`src/rtl/ps2_regif_pkg.sv`:
```
package ps2_regif_pkg;

   // register selection produced by the address decoder
   typedef enum logic [2:0] {
      SEL_NONE,
      SEL_CTRL,
      SEL_STAT,
      SEL_DATA,
      SEL_DIV,
      SEL_IRQ,
      SEL_ID
   } reg_sel_e;

   // word indices (byte address >> 2)
   localparam int unsigned WIDX_CTRL = 0;
   localparam int unsigned WIDX_STAT = 1;
   localparam int unsigned WIDX_DATA = 2;
   localparam int unsigned WIDX_DIV  = 3;
   localparam int unsigned WIDX_IRQ  = 4;

   // control word enables
   localparam int unsigned CTRL_RXIE = 4;
   localparam int unsigned CTRL_TXIE = 3;

   // status word fields
   localparam int unsigned ST_TXEMPTY = 6;
   localparam int unsigned ST_TXBUSY  = 5;
   localparam int unsigned ST_RXFULL  = 4;
   localparam int unsigned ST_RXBUSY  = 3;
   localparam int unsigned ST_PARITY  = 2;
   localparam int unsigned ST_CLKLINE = 1;
   localparam int unsigned ST_DATLINE = 0;

   // identification window: 8 words at the top of the address space
   localparam int unsigned ID_COUNT = 8;
   localparam int unsigned ID_SPAN  = ID_COUNT * 4;

   function automatic logic [7:0] id_byte(input logic [2:0] idx);
      logic [7:0] b;
      case (idx)
         3'd0:    b = 8'h50;
         3'd1:    b = 8'h10;
         3'd2:    b = 8'h04;
         3'd3:    b = 8'h00;
         3'd4:    b = 8'h0D;
         3'd5:    b = 8'hF0;
         3'd6:    b = 8'h05;
         default: b = 8'hB1;
      endcase
      return b;
   endfunction

endpackage

```
`src/rtl/ps2_regif_decode.sv`:
```
module ps2_regif_decode
   import ps2_regif_pkg::*;
#(
   parameter int unsigned ADDR_W = 12
) (
   input  logic [ADDR_W-1:0] addr,
   output reg_sel_e          sel,
   output logic [2:0]        id_idx
);

   localparam logic [ADDR_W-1:0] ID_LO = {ADDR_W{1'b1}} - ADDR_W'(ID_SPAN - 1);

   logic [ADDR_W-1:0] widx;
   logic [ADDR_W-1:0] id_off;

   always_comb begin
      widx   = addr >> 2;
      id_off = (addr - ID_LO) >> 2;
      id_idx = id_off[2:0];
   end

   always_comb begin
      sel = SEL_NONE;
      if (addr >= ID_LO) begin
         sel = SEL_ID;
      end else begin
         case (widx)
            ADDR_W'(WIDX_CTRL): sel = SEL_CTRL;
            ADDR_W'(WIDX_STAT): sel = SEL_STAT;
            ADDR_W'(WIDX_DATA): sel = SEL_DATA;
            ADDR_W'(WIDX_DIV):  sel = SEL_DIV;
            ADDR_W'(WIDX_IRQ):  sel = SEL_IRQ;
            default:            sel = SEL_NONE;
         endcase
      end
   end

endmodule

```
`src/rtl/ps2_regif_rxbuf.sv`:
```
module ps2_regif_rxbuf #(
   parameter int unsigned BYTE_W = 8
) (
   input  logic              clk,
   input  logic              rst,
   input  logic              rx_valid,
   input  logic [BYTE_W-1:0] rx_byte,
   input  logic              rd_pop,
   output logic              pending,
   output logic [BYTE_W-1:0] last_byte,
   output logic [BYTE_W-1:0] out_byte
);

   logic [BYTE_W-1:0] hold_q;
   logic [BYTE_W-1:0] last_q;
   logic              pend_q;

   // byte a data read returns this cycle
   always_comb out_byte = pend_q ? hold_q : last_q;

   always_ff @(posedge clk) begin
      if (rst) begin
         hold_q <= '0;
         last_q <= '0;
         pend_q <= 1'b0;
      end else begin
         if (rx_valid) begin
            hold_q <= rx_byte;
         end
         if (rd_pop) begin
            last_q <= out_byte;
         end
         // an arrival in the same cycle as a pop keeps the flag set
         if (rx_valid) begin
            pend_q <= 1'b1;
         end else if (rd_pop) begin
            pend_q <= 1'b0;
         end
      end
   end

   assign pending   = pend_q;
   assign last_byte = last_q;

endmodule

```
`src/rtl/ps2_regif_rdmux.sv`:
```
module ps2_regif_rdmux
   import ps2_regif_pkg::*;
#(
   parameter int unsigned DATA_W = 32,
   parameter int unsigned BYTE_W = 8
) (
   input  reg_sel_e          sel,
   input  logic [2:0]        id_idx,
   input  logic [DATA_W-1:0] ctrl,
   input  logic [DATA_W-1:0] div,
   input  logic              pending,
   input  logic [BYTE_W-1:0] last_byte,
   input  logic [BYTE_W-1:0] out_byte,
   output logic [DATA_W-1:0] rdata
);

   logic [DATA_W-1:0] stat_word;
   logic [DATA_W-1:0] irq_word;
   logic              parity;

   always_comb begin
      parity                = ^last_byte;
      stat_word             = '0;
      stat_word[ST_TXEMPTY] = 1'b1;
      stat_word[ST_TXBUSY]  = 1'b0;
      stat_word[ST_RXFULL]  = pending;
      stat_word[ST_RXBUSY]  = 1'b0;
      stat_word[ST_PARITY]  = parity;
      stat_word[ST_CLKLINE] = 1'b0;
      stat_word[ST_DATLINE] = 1'b0;
      irq_word              = '0;
      irq_word[1]           = 1'b1;
      irq_word[0]           = pending;
   end

   always_comb begin
      case (sel)
         SEL_CTRL: rdata = ctrl;
         SEL_STAT: rdata = stat_word;
         SEL_DATA: rdata = DATA_W'(out_byte);
         SEL_DIV:  rdata = div;
         SEL_IRQ:  rdata = irq_word;
         SEL_ID:   rdata = DATA_W'(id_byte(id_idx));
         default:  rdata = '0;
      endcase
   end

endmodule

```
`src/rtl/ps2_regif.sv`:
```
module ps2_regif
   import ps2_regif_pkg::*;
#(
   parameter int unsigned ADDR_W    = 12,
   parameter int unsigned DATA_W    = 32,
   parameter int unsigned BYTE_W    = 8,
   parameter bit          RDATA_REG = 1'b1
) (
   input  logic              clk,
   input  logic              rst,
   input  logic [ADDR_W-1:0] bus_addr,
   input  logic              bus_rd,
   input  logic              bus_wr,
   input  logic [DATA_W-1:0] bus_wdata,
   output logic [DATA_W-1:0] bus_rdata,
   input  logic              rx_valid,
   input  logic [BYTE_W-1:0] rx_byte,
   output logic              tx_valid,
   output logic [BYTE_W-1:0] tx_byte,
   output logic              irq
);

   // elaboration-time parameter checks
   if (ADDR_W < 12) begin : g_bad_addr
      $error("ps2_regif: ADDR_W must cover a 4 KB window");
   end
   if (DATA_W < 8 || DATA_W < BYTE_W) begin : g_bad_data
      $error("ps2_regif: DATA_W must hold a byte and the status word");
   end
   if (BYTE_W < 1) begin : g_bad_byte
      $error("ps2_regif: BYTE_W must be positive");
   end

   reg_sel_e          sel;
   logic [2:0]        id_idx;
   logic [DATA_W-1:0] ctrl_q;
   logic [DATA_W-1:0] div_q;
   logic              rx_pend;
   logic [BYTE_W-1:0] last_byte;
   logic [BYTE_W-1:0] out_byte;
   logic [DATA_W-1:0] rdata_c;
   logic              rd_pop;
   logic              tx_v_q;
   logic [BYTE_W-1:0] tx_b_q;

   ps2_regif_decode #(.ADDR_W(ADDR_W)) u_dec (
      .addr   (bus_addr),
      .sel    (sel),
      .id_idx (id_idx)
   );

   always_comb rd_pop = bus_rd && (sel == SEL_DATA);

   ps2_regif_rxbuf #(.BYTE_W(BYTE_W)) u_rx (
      .clk       (clk),
      .rst       (rst),
      .rx_valid  (rx_valid),
      .rx_byte   (rx_byte),
      .rd_pop    (rd_pop),
      .pending   (rx_pend),
      .last_byte (last_byte),
      .out_byte  (out_byte)
   );

   ps2_regif_rdmux #(.DATA_W(DATA_W), .BYTE_W(BYTE_W)) u_mux (
      .sel       (sel),
      .id_idx    (id_idx),
      .ctrl      (ctrl_q),
      .div       (div_q),
      .pending   (rx_pend),
      .last_byte (last_byte),
      .out_byte  (out_byte),
      .rdata     (rdata_c)
   );

   // writable words and transmit pulse
   always_ff @(posedge clk) begin
      if (rst) begin
         ctrl_q <= '0;
         div_q  <= '0;
         tx_v_q <= 1'b0;
         tx_b_q <= '0;
      end else begin
         tx_v_q <= 1'b0;
         if (bus_wr) begin
            case (sel)
               SEL_CTRL: ctrl_q <= bus_wdata;
               SEL_DIV:  div_q  <= bus_wdata;
               SEL_DATA: begin
                  tx_v_q <= 1'b1;
                  tx_b_q <= bus_wdata[BYTE_W-1:0];
               end
               default: ;
            endcase
         end
      end
   end

   assign tx_valid = tx_v_q;
   assign tx_byte  = tx_b_q;
   assign irq      = (rx_pend & ctrl_q[CTRL_RXIE]) | ctrl_q[CTRL_TXIE];

   // read data stage variant
   if (RDATA_REG) begin : g_rd_reg
      logic [DATA_W-1:0] rdata_q;
      always_ff @(posedge clk) begin
         if (rst) begin
            rdata_q <= '0;
         end else if (bus_rd) begin
            rdata_q <= rdata_c;
         end
      end
      assign bus_rdata = rdata_q;
   end else begin : g_rd_comb
      assign bus_rdata = bus_rd ? rdata_c : '0;
   end

endmodule

```
`config.mk`:
```
export PLATFORM = sky130hd
export DESIGN_NAME = ps2_regif
export DESIGN_NICKNAME = d
export VERILOG_FILES = /design/src/rtl/ps2_regif_pkg.sv /design/src/rtl/ps2_regif_decode.sv /design/src/rtl/ps2_regif_rxbuf.sv /design/src/rtl/ps2_regif_rdmux.sv /design/src/rtl/ps2_regif.sv
export SDC_FILE = /design/constraint.sdc
export NUM_CORES = 1
export LEC_CHECK = 0
export CORE_MARGIN = 4
export CORE_UTILIZATION = 41
export CTS_CLUSTER_SIZE = 28
export DETAILED_ROUTE_END_ITERATION = 10
export PLACE_DENSITY = 0.68
export SYNTH_ARGS = -nofsm -noshare
export SYNTH_HDL_FRONTEND = slang
export SYNTH_SLANG_ARGS = --single-unit
```
`constraint.sdc`:
```
create_clock -name clk -period 2 [get_ports clk]
set_input_delay 0.4 -clock clk [delete_from_list [all_inputs] [get_ports clk]]
set_output_delay 0.4 -clock clk [all_outputs]
set_load 0.01 [all_outputs]
```
==> results_dict.tcl <==
set metrics [dict create \
    async_reset_ff_share_pct 0 \
    die_h_um 118 \
    initial_utilization_pct 41.7 \
    drt_iter0_drc 460 \
    ant_nets 0 \
    cts-root-buf "clkbuf_16" \
    hold_viol 0 \
    finalWeightedCongestion 0.858 \
    post-route-min-period_ns 1.95 \
    vdd_ir_drop_max_v 0.000560 \
    grt_pass1_vias 4964 \
    switching_share_pct 22.5 \
    p_switching_uw 1290 \
    yosysWarnings 0 \
    synth-edff-count 0 \
    yosysSeqAreaShare_pct 48.9 \
    fp-row-count 40 \
    rr_worst_depth 4 \
    insertedDiodeCount 0 \
    fin_tns_setup_ns 0 \
    drc 0 \
    routedWlPerCell_um 17.8 \
    ys_types 48 \
    p_leak_uw 0.00273 \
    grtUsageTotal_pct 22.0 \
    syn-num-nets 653 \
    p_int_uw 4430 \
    routed_wl_mm 15.9 \
    cp.required_ns 2.34 \
    fin_ws_ns 0.0535 \
    stdcell_count 897 \
    status "finished clean" \
    fin_crit_sh_pct 97.3 \
    nets 795 \
    cts_buffers 17 \
    clk_pin_slew_worst_paths_ns 0.06 \
    p_clk_share_pct 51.6 \
    viasPerCell 5.55 \
    clkSinkCount 122 \
    design.core.area_um2 12000 \
    globalRoute.totalOverflow 0 \
    powerDensity_nw_per_um2 765 \
    die_w_um 118 \
    place_ws_ns -0.558 \
    synth_ff_type "dfxtp_1" \
    io_buffers 96 \
    h-tree-depth 4 \
    num_io_pins 99 \
    die_area_um2 14000 \
    worstMarginPinSlew_ns 0.555 \
    max_freq_mhz 514 \
    slew_headroom_pct 62.9 \
    syn_inst 596 \
    cts.path.max_buffers 2 \
    fin_skew_ns 0.0109 \
    p_total_uw 5720 \
    cts_hold_buf 0 \
    vias 4977 \
    critical_path_class "in -> reg" \
    dp_cells 842 \
    pwr-share-seq_pct 42.9 \
    hp-class "in -> reg" \
    cp.arrival_ns 2.29 \
    hpwlAfterDp_mm 9.83 \
    grt_max_degree 38 \
    area_delta_synth_final_pct 50.0 \
    drive_gt1_share_pct 20.9 \
    crit_path_end_kind "register" \
    start_kind "input pin" \
    whs_path_depth 2 \
    ys_seq_elements 122 \
    tritoncts "yes" \
    max_cap_viol_count 0 \
    syn_avg_cell_area_um2 8.37 \
    slew_violations 0 \
    nFillCells 961 \
    antenna_found_initial 0 \
    cp_max_fo 6 \
    finalSetupViolations 0 \
    pwr-share-comb_pct 5.5 \
    clkLatencyLatePin_ns 0.41 \
    syn_area_um2 4990 \
    dr.pass1.iters 6 \
    grt_pass1_wl_mm 24.8 \
]
## power groups by stage
stage / clock network (uW) / registers [uW] / logic (uW)
after global placement: 0 / 2510 / 300
after CTS: 2980 / 2450 / 311
after global routing: 3070 / 2460 / 338
final: 2950 / 2450 / 318
after detailed placement: 0 / 2510 / 305
after floorplan: 0 / 2500 / 111
## stage by stage
step	hold slack, ns	util [%]	instance area [um^2]
2_1_floorplan	0.431	-	5040
3_3_place_gp	0.441	53.8	6440
3_5_place_dp	0.446	53.8	6440
4_1_cts	0.403	61.6	7360
5_1_grt	0.435	62.6	7490
6_report	0.420	62.6	7490
## metal layers
layer / GRT usage, % / vias to the layer above / share of wire [%]
met4: 9.23 / 0 / 2.8
met1: 26.8 / 2363 / 41
li1: - / 2352 / -
met2: 37.7 / 223 / 50
met3: 4.45 / 39 / 6.5
met5: 0 / - / 0
## critical path, cell delays in order
cell and delay [ns]:
clkbuf_2 0.09, or4_4 0.55, buf_6 0.14, nor3_4 0.33, buf_4 0.17, and2_4 0.22, clkbuf_16 0.19, nand2_2 0.06
a21oi_2 0.13
## cells by family (layout without fill, tap and decap cells)
group,count (synthesis),count (layout),share of synthesized area (%)
simple gates,236,236,19.8
flops,122,122,48.9
compound gates,155,155,20.5
xor+xnor,7,7,1.23
buf+inv,51,205,4.39
mux,25,25,5.14
## worst paths after layout
path                startpoint       endpoint  slack [ns]
setup / recovery   bus_addr[8]      div_q[24]        0.05
hold / removal             rst  bus_rdata[30]        0.42
setup reg to reg  u_rx.pending   bus_rdata[4]        0.43
hold reg to reg     ctrl_q[23]     ctrl_q[23]        0.45
## cell type report
class	count	area, um^2	share of cell area, %
inverter	2	7.51	0.100
clock inverter	14	148	1.97
clock buffer	17	425	5.68
tap	147	184	2.46
sequential	122	2440	32.6
timing repair buffer	172	1830	24.4
multi-input combinational	423	2450	32.8
## placed cells by master (no fill, tap or decap), drive strengths merged, types with 2 or more instances in the layout
master	instances
a21oi	81
dfxtp	122
bufinv	2
nor3	6
buf	75
xnor2	6
nand2	146
mux2i	20
and2	2
clkinv	8
a211oi	5
clkbuf	24
inv	4
a22oi	25
clkinvlp	2
nor2b	2
mux2	5
or4	2
o221ai	2
or3b	2
clkdlybuf4s15	2
nor4	2
nand2b	2
a221oi	7
a22o	25
nand3	13
nor2	53
clkdlybuf4s50	87
o21ai	3
## flip-flops by register name, summed over array words and instances (netlist names)
| signal | cells |
|---|---|
| div_q | 32 |
| u_rx.last_byte | 8 |
| bus_rdata | 32 |
| tx_byte | 8 |
| tx_valid | 1 |
| u_rx.pending | 1 |
| u_rx.hold_q | 8 |
| ctrl_q | 32 |
## cell usage after synthesis, types with 2 or more instances
cell type	number	area [um^2]
and2_1	2	12.5
mux2_2	5	56.3
nand2b_1	2	12.5
a211oi_1	4	30.0
o21ai_0	3	15.0
nand2_1	146	548
nor2b_1	2	12.5
a21oi_1	80	400
dfxtp_1	122	2440
nor3_1	5	25.0
nand3_1	12	60.1
a22oi_1	25	188
buf_2	16	80.1
nor2_1	53	199
clkbuf_1	31	116
xnor2_1	6	52.6
a22o_1	25	219
mux2i_1	20	200
a221oi_1	7	61.3
o221ai_1	2	17.5
## what timing repair did
item                       CTS  global route
setup buffers               12             3
resized for setup           32            38
gates cloned                 6             5
pin swaps                   10             9
setup endpoints to repair   97            74
Power figures use the tool's default switching activity.
